===== src/rtl/pwm_reload_pkg.sv =====
package pwm_reload_pkg;
    localparam int DIV_W = 3;

    localparam logic [1:0] ADDR_CTRL = 2'd0;
    localparam logic [1:0] ADDR_MID  = 2'd1;
    localparam logic [1:0] ADDR_END  = 2'd2;
    localparam logic [1:0] ADDR_LOAD = 2'd3;

    typedef enum logic {
        LD_IDLE  = 1'b0,
        LD_ARMED = 1'b1
    } ld_state_e;
endpackage


===== src/rtl/pwm_load_fsm.sv =====
module pwm_load_fsm
    import pwm_reload_pkg::*;
(
    input  logic       clk,
    input  logic       rst_n,
    input  logic       wr_en,
    input  logic [1:0] wr_addr,
    input  logic       wr_bit0,
    input  logic       tick,
    input  logic       mid_hit,
    input  logic       end_hit,
    input  logic       mid_en,
    input  logic       end_en,
    input  logic       imm_load,
    output logic       ld_ready,
    output logic       transfer,
    output logic       reload_stb
);
    ld_state_e state_q, state_d;
    logic      arm;

    assign arm = wr_en && (wr_addr == ADDR_LOAD) && wr_bit0;

    // state register and strobe
    always_ff @(posedge clk or negedge rst_n) begin
        if (!rst_n) begin
            state_q    <= LD_IDLE;
            reload_stb <= 1'b0;
        end else begin
            state_q    <= state_d;
            reload_stb <= transfer;
        end
    end

    // next state and outputs
    always_comb begin
        state_d  = state_q;
        transfer = 1'b0;
        ld_ready = 1'b0;
        unique case (state_q)
            LD_IDLE: begin
                if (arm) state_d = LD_ARMED;
            end
            LD_ARMED: begin
                ld_ready = 1'b1;
                transfer = tick && (imm_load || (mid_en && mid_hit) || (end_en && end_hit));
                if (transfer) state_d = LD_IDLE;
            end
            default: state_d = LD_IDLE;
        endcase
    end


    stb_pulse_chk: assert property (@(posedge clk) disable iff (!rst_n)
        reload_stb |=> !reload_stb);

    stb_clear_chk: assert property (@(posedge clk) disable iff (!rst_n)
        reload_stb |-> (state_q == LD_IDLE));

    armed_hold_chk: assert property (@(posedge clk) disable iff (!rst_n)
        (state_q == LD_ARMED && !imm_load && !mid_en && !end_en) |=> (state_q == LD_ARMED));
endmodule


===== src/rtl/pwm_timebase.sv =====
module pwm_timebase
    import pwm_reload_pkg::*;
#(
    parameter int W          = 16,
    parameter int DEAD_TICKS = 2
)(
    input  logic             clk,
    input  logic             rst_n,
    input  logic [DIV_W-1:0] act_div,
    input  logic [W-1:0]     act_mid,
    input  logic [W-1:0]     act_end,
    input  logic             cap_in,
    output logic             tick,
    output logic             mid_hit,
    output logic             end_hit,
    output logic [W-1:0]     cnt,
    output logic [1:0]       dt_cap
);
    localparam int PRE_W = (1 << DIV_W) - 1;

    logic [PRE_W-1:0] pre_q;
    logic [PRE_W-1:0] mask;
    logic [W-1:0]     cnt_q;
    logic [W:0]       dt1_point;
    logic             dt0_end, dt1_end;

    always_comb begin
        for (int i = 0; i < PRE_W; i++) begin
            mask[i] = (i < int'(act_div));
        end
    end

    assign tick      = (pre_q == mask);
    assign mid_hit   = tick && (cnt_q == act_mid);
    assign end_hit   = tick && (cnt_q >= act_end);
    assign dt1_point = {1'b0, act_mid} + (W+1)'(DEAD_TICKS);
    assign dt0_end   = tick && (cnt_q == W'(DEAD_TICKS));
    assign dt1_end   = tick && ({1'b0, cnt_q} == dt1_point);
    assign cnt       = cnt_q;

    always_ff @(posedge clk or negedge rst_n) begin
        if (!rst_n) begin
            pre_q  <= '0;
            cnt_q  <= '0;
            dt_cap <= 2'b00;
        end else begin
            pre_q <= tick ? '0 : pre_q + PRE_W'(1);
            if (end_hit)   cnt_q <= '0;
            else if (tick) cnt_q <= cnt_q + W'(1);
            if (dt0_end) dt_cap[0] <= cap_in;
            if (dt1_end) dt_cap[1] <= cap_in;
        end
    end


    cnt_step_chk: assert property (@(posedge clk) disable iff (!rst_n)
        (tick && cnt_q < act_end) |=> (cnt_q == $past(cnt_q) + W'(1)));

    cnt_hold_chk: assert property (@(posedge clk) disable iff (!rst_n)
        !tick |=> $stable(cnt_q));

    pre_restart_chk: assert property (@(posedge clk) disable iff (!rst_n)
        tick |=> (pre_q == '0));
endmodule


===== src/rtl/pwm_regfile.sv =====
module pwm_regfile
    import pwm_reload_pkg::*;
#(
    parameter int W       = 16,
    parameter int MID_RST = 4,
    parameter int END_RST = 9
)(
    input  logic             clk,
    input  logic             rst_n,
    input  logic             wr_en,
    input  logic [1:0]       wr_addr,
    input  logic [W-1:0]     wr_data,
    input  logic [1:0]       rd_addr,
    output logic [W-1:0]     rd_data,
    input  logic             ld_ready,
    input  logic             transfer,
    input  logic [1:0]       dt_cap,
    output logic             mid_en,
    output logic             end_en,
    output logic             imm_load,
    output logic [W-1:0]     act_mid,
    output logic [W-1:0]     act_end,
    output logic [DIV_W-1:0] act_div
);
    logic [W-1:0]     buf_mid, buf_end;
    logic [DIV_W-1:0] buf_div;

    always_ff @(posedge clk or negedge rst_n) begin
        if (!rst_n) begin
            mid_en   <= 1'b0;
            end_en   <= 1'b0;
            imm_load <= 1'b0;
            buf_div  <= '0;
            buf_mid  <= W'(MID_RST);
            buf_end  <= W'(END_RST);
            act_div  <= '0;
            act_mid  <= W'(MID_RST);
            act_end  <= W'(END_RST);
        end else begin
            if (wr_en) begin
                unique case (wr_addr)
                    ADDR_CTRL: begin
                        mid_en   <= wr_data[0];
                        end_en   <= wr_data[1];
                        imm_load <= wr_data[2];
                        if (!ld_ready) buf_div <= wr_data[4 +: DIV_W];
                    end
                    ADDR_MID: if (!ld_ready) buf_mid <= wr_data;
                    ADDR_END: if (!ld_ready) buf_end <= wr_data;
                    default: ;
                endcase
            end
            if (transfer) begin
                act_div <= buf_div;
                act_mid <= buf_mid;
                act_end <= buf_end;
            end
        end
    end

    always_comb begin
        rd_data = '0;
        unique case (rd_addr)
            ADDR_CTRL: begin
                rd_data[0]           = mid_en;
                rd_data[1]           = end_en;
                rd_data[2]           = imm_load;
                rd_data[4 +: DIV_W]  = buf_div;
            end
            ADDR_MID:  rd_data = buf_mid;
            ADDR_END:  rd_data = buf_end;
            default: begin
                rd_data[0]   = ld_ready;
                rd_data[2:1] = dt_cap;
            end
        endcase
    end


    lock_mid_chk: assert property (@(posedge clk) disable iff (!rst_n)
        (ld_ready && wr_en && wr_addr == ADDR_MID) |=> $stable(buf_mid));

    lock_end_chk: assert property (@(posedge clk) disable iff (!rst_n)
        (ld_ready && wr_en && wr_addr == ADDR_END) |=> $stable(buf_end));

    act_hold_chk: assert property (@(posedge clk) disable iff (!rst_n)
        !transfer |=> ($stable(act_mid) && $stable(act_end) && $stable(act_div)));
endmodule


===== src/rtl/pwm_reload_ctrl.sv =====
module pwm_reload_ctrl
    import pwm_reload_pkg::*;
#(
    parameter int W          = 16,
    parameter int MID_RST    = 4,
    parameter int END_RST    = 9,
    parameter int DEAD_TICKS = 2
)(
    input  logic             clk,
    input  logic             rst_n,
    input  logic             wr_en,
    input  logic [1:0]       wr_addr,
    input  logic [W-1:0]     wr_data,
    input  logic [1:0]       rd_addr,
    output logic [W-1:0]     rd_data,
    input  logic             cap_in,
    output logic [W-1:0]     cnt,
    output logic             reload_stb,
    output logic [W-1:0]     act_mid,
    output logic [W-1:0]     act_end,
    output logic [DIV_W-1:0] act_div,
    output logic [1:0]       dt_cap
);
    logic tick, mid_hit, end_hit;
    logic mid_en, end_en, imm_load;
    logic ld_ready, transfer;

    pwm_regfile #(.W(W), .MID_RST(MID_RST), .END_RST(END_RST)) u_regs (
        .clk(clk), .rst_n(rst_n),
        .wr_en(wr_en), .wr_addr(wr_addr), .wr_data(wr_data),
        .rd_addr(rd_addr), .rd_data(rd_data),
        .ld_ready(ld_ready), .transfer(transfer), .dt_cap(dt_cap),
        .mid_en(mid_en), .end_en(end_en), .imm_load(imm_load),
        .act_mid(act_mid), .act_end(act_end), .act_div(act_div)
    );

    pwm_timebase #(.W(W), .DEAD_TICKS(DEAD_TICKS)) u_tb (
        .clk(clk), .rst_n(rst_n),
        .act_div(act_div), .act_mid(act_mid), .act_end(act_end),
        .cap_in(cap_in),
        .tick(tick), .mid_hit(mid_hit), .end_hit(end_hit),
        .cnt(cnt), .dt_cap(dt_cap)
    );

    pwm_load_fsm u_fsm (
        .clk(clk), .rst_n(rst_n),
        .wr_en(wr_en), .wr_addr(wr_addr), .wr_bit0(wr_data[0]),
        .tick(tick), .mid_hit(mid_hit), .end_hit(end_hit),
        .mid_en(mid_en), .end_en(end_en), .imm_load(imm_load),
        .ld_ready(ld_ready), .transfer(transfer), .reload_stb(reload_stb)
    );
endmodule


===== config.mk =====
export PLATFORM = sky130hd
export DESIGN_NAME = pwm_reload_ctrl
export DESIGN_NICKNAME = d
export VERILOG_FILES = /design/src/rtl/pwm_reload_pkg.sv /design/src/rtl/pwm_load_fsm.sv /design/src/rtl/pwm_timebase.sv /design/src/rtl/pwm_regfile.sv /design/src/rtl/pwm_reload_ctrl.sv
export SDC_FILE = /design/constraint.sdc
export NUM_CORES = 1
export LEC_CHECK = 0
export ABC_AREA = 1
export BUFFER_PORTS_ARGS = -buffer_cell sky130_fd_sc_hd__buf_2
export CORE_ASPECT_RATIO = 1.4
export CORE_MARGIN = 1.5
export CORE_UTILIZATION = 30
export DETAILED_ROUTE_END_ITERATION = 10
export PLACE_DENSITY = 0.56
export SETUP_SLACK_MARGIN = 0.2
export SYNTH_ARGS = -nofsm -noshare
export SYNTH_HDL_FRONTEND = slang
export SYNTH_SLANG_ARGS = --single-unit

===== constraint.sdc =====
create_clock -name clk -period 4.4 [get_ports clk]
set_input_delay 0 -clock clk [delete_from_list [all_inputs] [get_ports clk]]
set_output_delay 0 -clock clk [all_outputs]
set_load 0.02 [all_outputs]

==> impl_metrics.json, run 1 <==
{
  "startpoint": "u_regs.act_div[2]",
  "synth_cell_type_count": 34,
  "worstSkewPairLatency_ps": 340,
  "final.period_utilization_pct": 59.0,
  "cts_root_buf": "clkbuf_16",
  "r2r_cells": 13,
  "cts_setup_buffers": 0,
  "tightest_slew_ps": 1100,
  "path_class": "flip-flop to flip-flop",
  "clkSlewWorstSetupHoldPaths_ps": 70,
  "hold_ws_ps": 14.7,
  "period_needed_ps": 2600,
  "synthCells": 847,
  "max_cap_viol_count": 0,
  "synth_flop_cell": "dfrtp_1",
  "crit_chain": "nor2_2 > nand2_1 > nand2_1 > nand2_1 > nand2_1 > nor2_2 > nand2_2 > clkinv_2 > nand2_1 > nand2_4 > nand2_4 > nand2_1 > nand2_1",
  "die_w_um": 122,
  "critPathSlowestCell": "dfrtp_1",
  "post_cts_resized": 0,
  "final_layout_size_suffix_gt1_share_pct": 13.4,
  "synth.area.mux_share_pct": 0,
  "syn_avg_cell_area_sq_um": 7.05,
  "area.growth.synth_to_final_pct": 18.9,
  "drtPass1Iterations": 5,
  "core-area_sq_um": 19400,
  "netlist_area_sq_um": 5970,
  "cp_slowest_stage_delay_ps": 510,
  "die_h_um": 170,
  "cpMostUsedCell": "nand2_1",
  "crit_fanout": 37,
  "drc": 0,
  "yosysSeqAreaShare_pct": 42.0,
  "fmax_mhz": 385,
  "fin_setup_tns_ps": 0,
  "grt_antenna_before_repair": 0,
  "htree_levels": 3,
  "synth-compound-area-share_pct": 8.28,
  "synth-async-reset-ratio_pct": 100,
  "nets": 993,
  "initial_core_util_pct": 30.8,
  "synth_fa_ha_area_share_pct": 5.03,
  "crit_end": "u_regs.act_mid[15]",
  "p_leak_nw": 3.82,
  "grt_overflow": 0,
  "final_common_cell": "nand2_1",
  "num_vias": 5579,
  "syn-num-nets": 895,
  "grt_pass1_wl_um": 27600,
  "rsz0062_at_grt": "false",
  "n_antenna_cell": 0,
  "ys_seq_elements": 100,
  "critPathCaptureType": "flip-flop",
  "synth_xor_area_share_pct": 2.05,
  "dp_hpwl_um": 13400,
  "required_ps": 4680,
  "p_per_area_nw_per_um2": 592,
  "io_pins": 94,
  "clock-skew-final_ps": 7.40,
  "r2r-end": "u_regs.act_mid[15]",
  "cts_tree": "yes",
  "die_area_sq_um": 20800,
  "num_rows": 60,
  "setup_viol": 0,
  "synth_top_family_by_area": "simple AND/OR/NAND/NOR gates",
  "cts_buffers": 9,
  "peakVddDrop_uv": 220,
  "cts_sinks": 100,
  "clockBufferDepth": 2,
  "final-hold-violation-count": 0,
  "crit_arrival_ps": 2880,
  "relSlewSlack_pct": 26.5,
  "status": "complete, no violations",
  "port_buffers": 93,
  "place.gp.congestion": 0.834,
  "grt_pass1_vias": 5337,
  "grt_max_degree": 72,
  "ant_nets": 0,
  "drt_iter0_drc": 337,
  "slew_viol_final": 0,
  "ys.warnings.count": 0,
  "reg2reg_from": "u_regs.act_div[2]",
  "grtUsageTotal_pct": 17.0,
  "holdPathStages": 3,
  "synth-edff-count": 0,
  "routed_wl_um": 17100,
  "synth-simple-area-share_pct": 33.6,
  "detail_route.wl_per_cell_um": 14.3,
  "rrSetupSlack_ps": 1800,
  "viasPerCell": 4.66,
  "cp-start-kind": "flip-flop",
  "mostFrequentLayoutCells": "nand2_1 (303), inv_1 (103), dfrtp_1 (94)",
  "hp-class": "input pin to flip-flop"
}
layout make-up:
class	instances	area [sq um]
clock buffers	10	229
clock inverters	6	68.8
fillers	2116	12300
inverters	107	403
multi-input cells	615	2930
flip-flops and latches	100	2510
well taps	248	310
repair buffers	112	653
sequential cells by signal, indices dropped and copies added, names as in the netlist, 3 cells and up:
signal          flops
u_regs.act_div      3
u_regs.act_mid     16
u_regs.buf_end     16
u_tb.pre_q          7
u_regs.buf_mid     16
u_regs.buf_div      3
u_regs.act_end     16
u_tb.cnt           16
stage by stage:
step / total power (W) / instances / utilization, % / setup WS [ps] / cell area, sq um
5_1_grt: 0.00458 / 1198 / 36.7 / 1500 / 7100
3_5_place_dp: 0.00342 / 1165 / 34.2 / 1790 / 6630
2_1_floorplan: 0.00281 / 847 / - / 2430 / 5970
4_1_cts: 0.00425 / 1198 / 36.7 / 1750 / 7100
6_report: 0.00421 / 1198 / 36.7 / 1800 / 7100
3_3_place_gp: 0.00340 / 1165 / 34.2 / 1810 / 6630
how the worst min path moves through the flow:
stage                                   end        from  slack [ps]
after global placement    u_regs.buf_mid[0]       rst_n         210
final                         u_fsm.state_q  wr_addr[0]          10
after floorplan            u_fsm.reload_stb       rst_n        -300
after detailed placement      u_fsm.state_q       rst_n         200
after CTS                     u_fsm.state_q  wr_addr[0]           1
after global routing         u_tb.dt_cap[0]      cap_in          30
critical path: cells and delay by family, from the launching register on:
kind / cells / cell delay [ps]
and+or+nand+nor: 12 / 1730
DFF: 1 / 510
buffers and inverters: 1 / 300
Yosys cell counts, drive strengths merged (10+ instances only):
master | count | area share, %
a21oi | 29 | 2.4
buf | 10 | 1.3
clkbuf | 15 | 0.94
dfrtp | 94 | 39
ha | 24 | 5.0
inv | 105 | 6.6
nand2 | 306 | 20
nand3 | 73 | 6.2
nand4 | 15 | 1.6
nor2 | 68 | 4.4
nor3 | 12 | 1.0
o21ai | 58 | 4.9
xor2 | 10 | 1.5
timing repair:
action | 4_1_cts | 5_1_grt
setup endpoints to repair | 0 | 0
hold endpoints to repair | 102 | 0
hold buffers | 17 | 0
metal layers:
metal	vias up	part of all wire [%]	track usage, %
li1	2890	-	-
met1	2550	43	21.1
met2	119	52	30.2
met3	20	3.4	1.98
met4	0	2.1	6.02
met5	-	0	0
report_power, final:
group | switching [W] | internal (W) | total, W
clock network | 0.000357 | 0.000447 | 0.000804
registers | 0.000432 | 0.00127 | 0.00171
logic | 0.00110 | 0.000601 | 0.00170
total | 0.00189 | 0.00232 | 0.00421
logic make-up after synthesis:
logic type | Yosys count
AND/OR/NAND/NOR | 482
XOR/XNOR | 14
AO/OA/AOI/OAI | 95
adder cells (fa/ha/maj) | 24
flip-flops | 100
buffers and inverters | 132
Power figures use the tool's default switching activity.
==> run 2, diff against run 1 <==
--- a/config.mk
+++ b/config.mk
@@ -11,7 +11,7 @@
 export CORE_MARGIN = 1.5
 export CORE_UTILIZATION = 30
 export DETAILED_ROUTE_END_ITERATION = 10
-export PLACE_DENSITY = 0.56
+export PLACE_DENSITY = 0.57
 export SETUP_SLACK_MARGIN = 0.2
 export SYNTH_ARGS = -nofsm -noshare
 export SYNTH_HDL_FRONTEND = slang
==> constraint.sdc (replaced) <==
create_clock -name clk -period 2.3 [get_ports clk]
set_input_delay 0 -clock clk [delete_from_list [all_inputs] [get_ports clk]]
set_output_delay 0 -clock clk [all_outputs]
set_load 0.02 [all_outputs]
==> impl_metrics.json, run 2 (synthesis gave the netlist of run 1 again) <==
{
  "grt_max_degree": 58,
  "htree_levels": 3,
  "viasPerCell": 4.70,
  "reg2reg_from": "u_regs.act_end[3]",
  "fill_cells": 2063,
  "detail_route.wl_per_cell_um": 15.2,
  "period_needed_ps": 2130,
  "relSlewSlack_pct": 51.8,
  "crit_arrival_ps": 2400,
  "grt_pass1_vias": 5686,
  "peakVddDrop_uv": 453,
  "cpMostUsedCell": "nand2_1",
  "final-hold-violation-count": 0,
  "area.growth.synth_to_final_pct": 31.0,
  "final_cells": 1245,
  "clkSlewWorstSetupHoldPaths_ps": 70,
  "cp-start-kind": "flip-flop",
  "core-area_sq_um": 19400,
  "multi_input_area_sq_um": 3190,
  "rsz0062_at_grt": "true",
  "cts_sinks": 100,
  "n_antenna_cell": 0,
  "cts_root_buf": "clkbuf_16",
  "p_per_area_nw_per_um2": 1130,
  "grt_antenna_before_repair": 0,
  "clock-skew-final_ps": 12.4,
  "num_vias": 5856,
  "hp-class": "input pin to flip-flop",
  "die_area_sq_um": 20800,
  "cts_tree": "yes",
  "ant_nets": 0,
  "num_rows": 60,
  "p_leak_nw": 4.11,
  "fin_setup_tns_ps": 0,
  "tightest_slew_ps": 724,
  "dp_hpwl_um": 13800,
  "holdCritStartpoint": "cap_in",
  "die_w_um": 122,
  "setup_ws_ps": 174,
  "grt_pass1_wl_um": 29100,
  "required_ps": 2580,
  "setup_viol": 0,
  "drc": 0,
  "final_layout_size_suffix_gt1_share_pct": 22.3,
  "cp_slowest_stage_delay_ps": 550,
  "clockBufferDepth": 2,
  "drt_iter0_drc": 397,
  "critPathCaptureType": "flip-flop",
  "final_common_cell": "nand2_1",
  "slew_viol_final": 0,
  "place_ws_ps": 69.2,
  "fmax_mhz": 470,
  "port_buffers": 93,
  "place.gp.congestion": 0.846,
  "startpoint": "u_regs.act_end[3]",
  "drtPass1Iterations": 4,
  "crit_chain": "inv_2 > ha_4 > nand2_4 > nor2_1 > a21oi_1 > nand2_1 > nand2_1 > nand2_2 > nand3_2 > nand2_4 > buf_8 > clkbuf_16 > nand3_2 > nand2_1",
  "placed_cells": 1192,
  "io_pins": 94,
  "max_cap_viol_count": 0,
  "grtUsageTotal_pct": 18.0,
  "final.period_utilization_pct": 92.4,
  "critPathSlowestCell": "dfstp_2",
  "crit_fanout": 5,
  "worstSkewPairLatency_ps": 340,
  "routed_wl_um": 18900,
  "rrSetupSlack_ps": 170,
  "initial_core_util_pct": 30.8,
  "nets": 1040,
  "path_class": "flip-flop to flip-flop",
  "die_h_um": 170,
  "status": "complete, no violations",
  "grt_overflow": 0,
  "mostFrequentLayoutCells": "nand2_1 (282), inv_1 (98), buf_2 (92)",
  "cts_buffers": 9,
  "seq_area_sq_um": 2510
}
## run 2: cell count changes in the layout (fill, tap and decap cells not counted), moves of 4 or more
cell,previous run,this run
buf_4,3,36
nand2_1,303,282
nand2_2,1,20
nand3_1,72,60
nand3_2,1,13
inv_1,103,98
inv_2,2,7
dfrtp_1,94,90
dfrtp_2,0,4
nor2_1,65,61
## run 2: final cells by class
class | instances | share of cell area [%]
multi-input combinational | 619 | 40.7
sequential | 100 | 32.1
timing repair buffer | 155 | 13.8
inverter | 107 | 5.15
tap | 248 | 3.97
clock buffer | 12 | 3.02
clock inverter | 4 | 1.25
## run 2: power breakdown
part	total (W)	internal [W]	switching [W]
clock	0.00170	0.00107	0.000639
sequential	0.00325	0.00244	0.000811
combinational	0.00388	0.00143	0.00245
total	0.00883	0.00494	0.00390
## run 2: repair_timing
item / in CTS / in global routing
pin swaps: 1 / 29
hold buffers: 19 / 0
buffers inserted: 3 / 7
cloned: 3 / 5
endpoints found under the hold margin: 88 / 0
setup endpoints to repair: 49 / 51
gates resized for setup: 9 / 59
## run 2: metrics by stage
stage | hold slack (ps) | instance area (sq um) | total power (W) | util [%]
6_report | 24.2 | 7830 | 0.00883 | 40.4
5_1_grt | 69.7 | 7830 | 0.00952 | 40.4
4_1_cts | 20.1 | 7480 | 0.00854 | 38.6
3_5_place_dp | 102 | 6850 | 0.00670 | 35.4
3_3_place_gp | 104 | 6850 | 0.00665 | 35.4
2_1_floorplan | -296 | 5970 | 0.00537 | -
## run 2: final timing paths
path | endpoint | depth (start not counted)
max | u_regs.act_mid[11] | 14
min | u_tb.dt_cap[0] | 3
max reg2reg | u_regs.act_mid[11] | 14
min reg2reg | u_regs.act_end[0] | 2
max in group asynchronous | u_regs.act_mid[2] | 3
min in group asynchronous | u_regs.buf_end[1] | 2
## run 2: layer usage
layer	up-vias	part of all wire, %	track usage (%)
met3	29	3.2	2.31
met5	-	0	0
li1	2980	-	-
met1	2739	41	21.3
met2	108	53	32.6
met4	0	3.0	7.33
## run 2: critical path, delay by kind of cell, from the launching register on
kind | cells | cell delay, ps
AO/OA/AOI/OAI | 1 | 80
adder cells (fa/ha/maj) | 1 | 270
buffers and inverters | 3 | 360
flip-flops | 1 | 550
AND/OR/NAND/NOR | 9 | 800
==> run 3, diff against run 2 <==
==> constraint.sdc (replaced) <==
create_clock -name clk -period 2.3 [get_ports clk]
set_input_delay 0.115 -clock clk [delete_from_list [all_inputs] [get_ports clk]]
set_output_delay 0.115 -clock clk [all_outputs]
set_load 0.02 [all_outputs]
==> impl_metrics.json, run 3 (synthesis gave the netlist of run 1 again) <==
{
  "status": "complete, no violations",
  "core-area_sq_um": 19400,
  "die_w_um": 122,
  "peakVddDrop_uv": 490,
  "path_class": "flip-flop to flip-flop",
  "max_cap_viol_count": 0,
  "p_clk_share_pct": 20.4,
  "fmax_mhz": 468,
  "tightest_slew_ps": 695,
  "relSlewSlack_pct": 53.7,
  "initial_core_util_pct": 30.8,
  "top_usage_layer": "met2",
  "setup_viol": 0,
  "nets": 1028,
  "drtPass1Iterations": 5,
  "r2r_cells": 14,
  "drc": 0,
  "grt_antenna_before_repair": 0,
  "rrSetupSlack_ps": 160,
  "cp-start-kind": "flip-flop",
  "clkSlewWorstSetupHoldPaths_ps": 70,
  "hold_ws_ps": 11.4,
  "required_ps": 2540,
  "place.gp.congestion": 0.848,
  "htree_levels": 3,
  "n_antenna_cell": 0,
  "hp-class": "input pin to flip-flop",
  "clockBufferDepth": 2,
  "port_buffers": 93,
  "p_comb_share_pct": 43.1,
  "ant_nets": 0,
  "grt_util_met2_pct": 31.3,
  "grtUsageTotal_pct": 17.9,
  "gr-usage-met3_pct": 2.04,
  "dp_hpwl_um": 13800,
  "crit_end": "u_regs.act_mid[5]",
  "drt_iter0_drc": 280,
  "cts_buffers": 9,
  "crit_fanout": 9,
  "num_rows": 60,
  "multi_input_area_sq_um": 3210,
  "final_common_cell": "nand2_1",
  "p_leak_nw": 4.11,
  "io_pins": 94,
  "num_vias": 5887,
  "rsz0062_at_grt": "true",
  "routed_wl_um": 19300,
  "period_needed_ps": 2140,
  "grt_overflow": 0,
  "seq_area_sq_um": 2510,
  "r2r-end": "u_regs.act_mid[5]",
  "grt_max_degree": 55,
  "cts_tree": "yes",
  "final.period_utilization_pct": 93.0,
  "critPathCaptureType": "flip-flop",
  "mostFrequentLayoutCells": "nand2_1 (283), inv_1 (98), buf_2 (92)",
  "final-hold-violation-count": 0,
  "viasPerCell": 4.77,
  "worstSkewPairLatency_ps": 350,
  "p_per_area_nw_per_um2": 1150,
  "detail_route.wl_per_cell_um": 15.6,
  "p_switching_w": 0.00394,
  "p_int_w": 0.00505,
  "clock-skew-final_ps": 9.45,
  "setup_ws_ps": 161,
  "fill_cells": 2060,
  "crit_arrival_ps": 2370,
  "place_ws_ps": 111,
  "area.growth.synth_to_final_pct": 30.9,
  "sw_frac_of_total_pct": 43.8,
  "reg2reg_from": "u_regs.act_end[3]",
  "seq_power_share_pct": 36.5,
  "startpoint": "u_regs.act_end[3]",
  "use_met1_pct": 22.3,
  "grt_pass1_wl_um": 28900,
  "die_h_um": 170,
  "die_area_sq_um": 20800,
  "grt_pass1_vias": 5486,
  "slew_viol_final": 0,
  "cts_sinks": 100,
  "fin_setup_tns_ps": 0,
  "cts_root_buf": "clkbuf_16",
  "final_layout_size_suffix_gt1_share_pct": 22.6
}
## run 3: cell count changes in the layout (fill, tap and decap cells not counted), moves of 2 or more
cell and change:
o21ai_0 +2, dlygate4sd3_1 -18, nor2_1 +3, clkbuf_16 +3
nand3_4 +2, nand2_2 -3, nand3_2 -2, nor2_2 -3
buf_6 +2
## run 3: metal layers
metal  routed length, um  part of all wire (%)
met5                   0                     0
met3                 724                   3.8
met2               10000                    52
met4                 668                   3.5
met1                7840                    41
## run 3: final cells by class
class,instances,area share [%]
inverter,107,5.15
tap,248,3.97
clock buffer,11,2.98
sequential,100,32.2
multi-input combinational,619,41.0
clock inverter,5,1.60
timing repair buffer,143,13.1
## run 3: stage by stage
| step | cell area, sq um | instances | util (%) | power, W |
|---|---|---|---|---|
| 3_5_place_dp | 6860 | 1192 | 35.4 | 0.00668 |
| 2_1_floorplan | 5970 | 847 | - | 0.00537 |
| 4_1_cts | 7380 | 1218 | 38.1 | 0.00865 |
| 5_1_grt | 7820 | 1233 | 40.4 | 0.00963 |
| 6_report | 7820 | 1233 | 40.4 | 0.00899 |
| 3_3_place_gp | 6860 | 1192 | 35.4 | 0.00663 |
## run 3: power groups by stage
stage                     Clock, W  Combinational (W)  Sequential (W)
after CTS                  0.00187            0.00359         0.00320
after global routing       0.00193            0.00434         0.00336
after global placement           0            0.00339         0.00323
after floorplan                  0            0.00201         0.00336
after detailed placement         0            0.00345         0.00323
final                      0.00184            0.00387         0.00328
## run 3: worst min path at each step
stage,start,to,depth (start not counted)
2_1_floorplan,rst_n,u_fsm.reload_stb,0
3_5_place_dp,rst_n,u_fsm.state_q,1
4_1_cts,wr_data[2],u_regs.imm_load,3
5_1_grt,wr_data[3],u_regs.buf_end[3],3
6_report,wr_data[2],u_regs.imm_load,3
3_3_place_gp,rst_n,u_regs.buf_mid[0],1
## run 3: worst max-delay path: stages (launching register included)
cell and delay (ps):
dfstp_2 550, inv_2 50, ha_4 260, nand2_2 60, nor2_1 140, a21oi_1 110, nand2_1 70, nand2_1 70
nand2_2 80, nand3_2 80, nand2_4 120, clkbuf_16 180, nand2_8 100, nand2_1 100, nand2_1 50
## run 3: repair_timing
item                       CTS  global route
setup endpoints to repair   48            54
hold buffers                 1             0
gates cloned                 3             9
buffers inserted             6             6
hold endpoints to repair    18             0
resized for setup            8            55
pin swaps                    3            27
